File: config.mk
export PLATFORM = sky130hd
export DESIGN_NAME = rx_err_irq_reg
export DESIGN_NICKNAME = d
export VERILOG_FILES = /design/src/rtl/rxe_pkg.sv /design/src/rtl/rxe_sticky.sv /design/src/rtl/rxe_level_track.sv /design/src/rtl/rxe_bus.sv /design/src/rtl/rx_err_irq_reg.sv
export SDC_FILE = /design/constraint.sdc
export NUM_CORES = 1
export LEC_CHECK = 0
export ABC_AREA = 1
export BUFFER_PORTS_ARGS = -buffer_cell sky130_fd_sc_hd__clkbuf_2
export CORE_ASPECT_RATIO = 1.2
export CORE_UTILIZATION = 51
export DETAILED_ROUTE_END_ITERATION = 10
export HOLD_SLACK_MARGIN = 0.12
export PLACE_DENSITY = 0.82
export SKIP_LAST_GASP = 1
export SYNTH_ARGS = -nofsm -noshare
export SYNTH_HDL_FRONTEND = slang
export SYNTH_HIERARCHICAL = 1
export SYNTH_SLANG_ARGS = --single-unit
File: constraint.sdc
create_clock -name clk -period 1.2 [get_ports clk]
set_input_delay 0.12 -clock clk [delete_from_list [all_inputs] [get_ports clk]]
set_output_delay 0.12 -clock clk [all_outputs]
set_load 0.02 [all_outputs]
File: src/rtl/rxe_pkg.sv
// Package: shared constants for the receiver error interrupt register.
// Assumes an 8-bit status layout that software decodes by bit position.
package rxe_pkg;
    localparam int NBITS    = 8;
    localparam int BIT_LOCK = 0;
    localparam int BIT_BIPH = 1;
    localparam int BIT_NOST = 2;
    localparam int BIT_CRC  = 3;
    localparam int BIT_PRE  = 4;
    localparam int BIT_NA   = 5;
    localparam int BIT_EMPH = 6;
    localparam int BIT_VAL  = 7;

    typedef enum logic [1:0] {KIND_LEVEL, KIND_STICKY, KIND_NONAUDIO} bit_kind_e;

    function automatic bit_kind_e kind_of(input int idx);
        if (idx == BIT_CRC || idx == BIT_BIPH) return KIND_STICKY;
        if (idx == BIT_NA) return KIND_NONAUDIO;
        return KIND_LEVEL;
    endfunction
endpackage

File: src/rtl/rxe_sticky.sv
// Sticky error flag: set by an event pulse, cleared by a status read.
// Assumes clr_i is a single-cycle read strobe; an event in the read cycle wins.
module rxe_sticky (
    input  logic clk,
    input  logic rst_n,
    input  logic clr_i,
    input  logic evt_i,
    output logic flag_o
);
    logic flag_q;

    // Latch events; a read reloads the flag with the current event.
    always_ff @(posedge clk) begin
        if (!rst_n)     flag_q <= 1'b0;
        else if (clr_i) flag_q <= evt_i;
        else if (evt_i) flag_q <= 1'b1;
    end

    assign flag_o = flag_q;

    AST_STICKY_HOLD: assert property (@(posedge clk) disable iff (!rst_n) (flag_q && !clr_i) |=> flag_q);
    AST_EVENT_KEPT:  assert property (@(posedge clk) disable iff (!rst_n) evt_i |=> flag_q);
endmodule

File: src/rtl/rxe_level_track.sv
// Change detector for a level condition: flags pending once the key differs
// from the reference taken at the last read (or during reset).
// Assumes key_i is synchronous to clk.
module rxe_level_track #(
    parameter int W = 1
) (
    input  logic         clk,
    input  logic         rst_n,
    input  logic         clr_i,
    input  logic [W-1:0] key_i,
    output logic         pend_o
);
    logic [W-1:0] ref_q;
    logic         pend_q;

    // Reference follows the key in reset and at each read; pending latches a mismatch.
    always_ff @(posedge clk) begin
        if (!rst_n || clr_i) begin
            ref_q  <= key_i;
            pend_q <= 1'b0;
        end else if (key_i != ref_q) begin
            pend_q <= 1'b1;
        end
    end

    assign pend_o = pend_q;

    AST_PEND_HOLD: assert property (@(posedge clk) disable iff (!rst_n) (pend_q && !clr_i) |=> pend_q);
endmodule

File: src/rtl/rxe_bus.sv
// Register bus slice: address decode, mask register and read data mux.
// Assumes single-cycle strobes; read data is combinational while reg_rd is high.
module rxe_bus #(
    parameter int          ADDR_W    = 7,
    parameter int          DATA_W    = 8,
    parameter logic [6:0]  STAT_ADDR = 7'h18,
    parameter logic [6:0]  MASK_ADDR = 7'h19
) (
    input  logic              clk,
    input  logic              rst_n,
    input  logic [ADDR_W-1:0] addr_i,
    input  logic              rd_i,
    input  logic              wr_i,
    input  logic [DATA_W-1:0] wdata_i,
    input  logic [DATA_W-1:0] status_i,
    output logic [DATA_W-1:0] mask_o,
    output logic [DATA_W-1:0] rdata_o,
    output logic              stat_rd_o
);
    localparam logic [ADDR_W-1:0] A_STAT = ADDR_W'(STAT_ADDR);
    localparam logic [ADDR_W-1:0] A_MASK = ADDR_W'(MASK_ADDR);

    logic [DATA_W-1:0] mask_q;

    // Mask register: cleared by reset, loaded by a write to its address.
    always_ff @(posedge clk) begin
        if (!rst_n)                         mask_q <= '0;
        else if (wr_i && addr_i == A_MASK)  mask_q <= wdata_i;
    end

    // Read data mux.
    always_comb begin
        rdata_o = '0;
        if (rd_i) begin
            if (addr_i == A_STAT)      rdata_o = status_i;
            else if (addr_i == A_MASK) rdata_o = mask_q;
        end
    end

    assign mask_o    = mask_q;
    assign stat_rd_o = rd_i && (addr_i == A_STAT);

    AST_MASK_STABLE: assert property (@(posedge clk) disable iff (!rst_n) !(wr_i && addr_i == A_MASK) |=> $stable(mask_q));
endmodule

File: src/rtl/rx_err_irq_reg.sv
// Receiver error interrupt status register: eight receiver conditions, a mask
// byte and one interrupt line. Bits 3 and 1 are sticky errors; the rest are
// live levels that interrupt on change since the last status read.
// Assumes all condition inputs are synchronous to clk.
module rx_err_irq_reg
    import rxe_pkg::*;
#(
    parameter int          ADDR_W    = 7,
    parameter int          KIND_W    = 2,
    parameter logic [6:0]  STAT_ADDR = 7'h18,
    parameter logic [6:0]  MASK_ADDR = 7'h19
) (
    input  logic              clk,
    input  logic              rst_n,
    input  logic [ADDR_W-1:0] reg_addr,
    input  logic              reg_rd,
    input  logic              reg_wr,
    input  logic [7:0]        reg_wdata,
    output logic [7:0]        reg_rdata,
    input  logic              rx_validity,
    input  logic              rx_emphasis,
    input  logic              rx_nonaudio,
    input  logic [KIND_W-1:0] rx_na_kind,
    input  logic              rx_preamble_na,
    input  logic              rx_crc_err,
    input  logic              rx_nostream,
    input  logic              rx_biphase_err,
    input  logic              rx_pll_lock,
    output logic              irq
);
    localparam int NA_KEY_W = KIND_W + 1;

    logic [NBITS-1:0]    live;
    logic [NBITS-1:0]    evt;
    logic [NBITS-1:0]    status;
    logic [NBITS-1:0]    pend;
    logic [NBITS-1:0]    mask;
    logic                stat_rd;
    logic [NA_KEY_W-1:0] na_key;

    // Gather the raw condition levels and event pulses by bit position.
    always_comb begin
        live           = '0;
        live[BIT_VAL]  = rx_validity;
        live[BIT_EMPH] = rx_emphasis;
        live[BIT_NA]   = rx_nonaudio;
        live[BIT_PRE]  = rx_preamble_na;
        live[BIT_NOST] = rx_nostream;
        live[BIT_LOCK] = rx_pll_lock;
        evt            = '0;
        evt[BIT_CRC]   = rx_crc_err;
        evt[BIT_BIPH]  = rx_biphase_err;
    end

    // Nonaudio key: the type code only counts while the data is nonaudio.
    assign na_key = {rx_nonaudio ? rx_na_kind : {KIND_W{1'b0}}, rx_nonaudio};

    for (genvar i = 0; i < NBITS; i++) begin : g_bit
        if (kind_of(i) == KIND_STICKY) begin : g_sticky
            rxe_sticky u_flag (
                .clk(clk), .rst_n(rst_n), .clr_i(stat_rd),
                .evt_i(evt[i]), .flag_o(pend[i])
            );
            assign status[i] = pend[i];
        end else if (kind_of(i) == KIND_NONAUDIO) begin : g_na
            rxe_level_track #(.W(NA_KEY_W)) u_trk (
                .clk(clk), .rst_n(rst_n), .clr_i(stat_rd),
                .key_i(na_key), .pend_o(pend[i])
            );
            assign status[i] = live[i];
        end else begin : g_level
            rxe_level_track #(.W(1)) u_trk (
                .clk(clk), .rst_n(rst_n), .clr_i(stat_rd),
                .key_i(live[i]), .pend_o(pend[i])
            );
            assign status[i] = live[i];
        end
    end

    rxe_bus #(
        .ADDR_W(ADDR_W), .DATA_W(NBITS),
        .STAT_ADDR(STAT_ADDR), .MASK_ADDR(MASK_ADDR)
    ) u_bus (
        .clk(clk), .rst_n(rst_n), .addr_i(reg_addr), .rd_i(reg_rd),
        .wr_i(reg_wr), .wdata_i(reg_wdata), .status_i(status),
        .mask_o(mask), .rdata_o(reg_rdata), .stat_rd_o(stat_rd)
    );

    assign irq = |(pend & mask);

    AST_READ_QUIETS: assert property (@(posedge clk) disable iff (!rst_n) (stat_rd && evt == '0) |=> !irq);
endmodule

==> flow_metrics.tcl <==
set metrics [dict create \
    clockBufferDepth 2 \
    viasPerCell 4.42 \
    crit_type "reg2out" \
    leakage_nw 1.09 \
    grt_max_degree 17 \
    drt_iter0_markers 47 \
    synth_seq_cells 24 \
    ant_nets 0 \
    drc_errors 0 \
    antenna_found_initial 0 \
    grt_pass1_vias 1174 \
    slew_violations 0 \
    async_reset_ff_frac 0 \
    run_status "finished, violations left" \
    violations "setup timing" \
    synth.area.top_cells "dfxtp_1, nand2_1, edfxtp_1" \
    cts-root-buf "clkbuf_4" \
    crit_arrival_ns 1.11 \
    clock_latency_ns 0.29 \
    tightest_slew_ns 0.333 \
    yosys.area.top_type "dfxtp_1" \
    clk_pin_slew_ns 0.13 \
    io_buffers 37 \
    fin_util 0.761 \
    worst_hold_slack_ns 0.113 \
    dieArea_mm2 0.00290 \
    synth.most_common_cell "nand2_1" \
    fin_skew_ns 0.000632 \
    crit_path_max_fanout 3 \
    synth_cell_types 14 \
    hold_path_class "in2reg" \
    cts_tree "done" \
    fin_total_pwr_mw 1.74 \
    drive_gt1_frac 0.303 \
    synth_common_cells "nand2_1, inv_1, nor2_1" \
    grt_pass1_wl_um 4710 \
    overflow 0 \
    cts_buffers 3 \
    cp.required_ns 1.08 \
    postSynthAreaPerCell_um2 6.47 \
    ir_drop_mv 0.634 \
    fill_cells 179 \
    ys_seq_area_frac 0.409 \
    worst_setup_path_end_kind "output pin" \
    synth_edf_count 8 \
    period_share 1.02 \
    synth_cells 212 \
    fmax_mhz 815 \
    rsz0062_at_grt "true" \
    dp_cells 286 \
    ioPinCount 38 \
    final_area_mm2 0.00194 \
    fin_crit_ns 1.23 \
    layout_setup_ws_ns -0.0269 \
    die_h_um 58.8 \
    stdcell_count 304 \
    cts_sinks 24 \
    yosysWarnings 6 \
    grt_usage 0.206 \
    syn2layout_area_growth_pct 41.6 \
    synth_nets 241 \
    core.rowCount 20 \
    synth_ff_type "dfxtp_1" \
    crit_path_start_kind "flop" \
    place.gp.congestion 0.787 \
    drt_pass1_iterations 4 \
    htreeDepth 1 \
    antenna_cells 0 \
    wl_per_cell_um 9.56 \
    die_x_um 49.3 \
    slew_headroom 0.778 \
    post_dp_cell_area_mm2 0.00164 \
    cap_violations 0 \
    wirelength_um 2910 \
    hold_viol_final 0 \
    coreArea_mm2 0.00255 \
    powerDensity_mw_per_mm2 895 \
    dp_hpwl_um 2030 \
    fin_nets 301 \
    dr_total_vias 1344 \
    synthDominantCellAreaShare 0.234 \
    initial_core_util 0.537 \
    synth_area_mm2 0.00137 \
    finalSetupViolCount 1 \
]
-- logic make-up after synthesis --
logic type / Yosys count / share of synthesized area
buffers and inverters: 60 / 0.165
DFF: 24 / 0.409
AOI/OAI and AO/OA: 3 / 0.0192
and+or+nand+nor: 125 / 0.407
-- repair_timing --
item,CTS,global route
cloned,0,1
endpoints found under the setup margin,1,9
buffers inserted,2,5
hold buffers,10,0
endpoints found under the hold margin,10,0
gates resized for setup,6,34
pin swaps,1,8
-- power by group --
part           total [mW]  switching, mW  internal (mW)
registers           0.918         0.0272          0.891
logic               0.257          0.137          0.120
clock network       0.563          0.226          0.337
-- state kept, by name (all words and copies together) (netlist names) --
name,count
g_bit.g_sticky.u_flag/flag_o,2
g_bit.g_level.u_trk/ref_q,5
g_bit.g_na.u_trk/ref_q,3
u_bus/mask_o,8
g_bit.g_na.u_trk/pend_o,1
g_bit.g_level.u_trk/pend_o,5
-- per-stage QoR --
step                setup TNS [ns]  setup WS [ns]
floorplan                        0         0.0961
global placement                 0         0.0516
detailed placement               0         0.0283
CTS                       -0.00568       -0.00568
global route               -0.0935        -0.0790
finish                     -0.0269        -0.0269
-- layout make-up --
type | instances | area [um2] | area share
inverters | 59 | 221 | 0.114
multi-input cells | 128 | 612 | 0.315
repair buffers | 56 | 442 | 0.227
clock buffers | 3 | 22.5 | 0.0116
flip-flops and latches | 24 | 573 | 0.295
well taps | 33 | 41.3 | 0.0213
clock inverters | 1 | 30.0 | 0.0155
-- final timing paths --
| kind | from | end | slack [ns] | cells past startpoint |
|---|---|---|---|---|
| min reg2reg | u_bus/mask_o[6] | u_bus/mask_o[6] | 0.51 | 2 |
| max reg2reg | g_bit[5].g_na.u_trk/ref_q[2] | g_bit[5].g_na.u_trk/pend_o | 0.34 | 6 |
| min | reg_wdata[7] | u_bus/mask_o[7] | 0.11 | 5 |
| max | u_bus/mask_o[0] | irq | -0.03 | 5 |
-- routing by layer --
metal	global-route usage	up-vias	part of all wire
li1	-	733	-
met3	0.0155	0	0.034
met1	0.255	579	0.45
met4	0.0378	0	0
met2	0.389	32	0.52
met5	0	-	0
-- critical path, stage by stage (launching register included) --
cell and delay [ns]:
dfxtp_1 0.35, nand2_1 0.06, nand2_1 0.05, nor2_1 0.11, nand2_1 0.08, clkbuf_8 0.15
-- placed cells by master (no fill, tap or decap), types with 7 or more instances in the layout --
| cell type | netlist | layout |
|---|---|---|
| buf_4 | 0 | 12 |
| clkbuf_2 | 0 | 24 |
| dfxtp_2 | 0 | 10 |
| dlygate4sd3_1 | 0 | 10 |
| edfxtp_1 | 8 | 8 |
| inv_1 | 56 | 56 |
| nand2_1 | 67 | 61 |
| nand2_2 | 1 | 7 |
| nand3_1 | 23 | 23 |
| nor2_1 | 25 | 25 |
(Power assumes the default switching activity.)
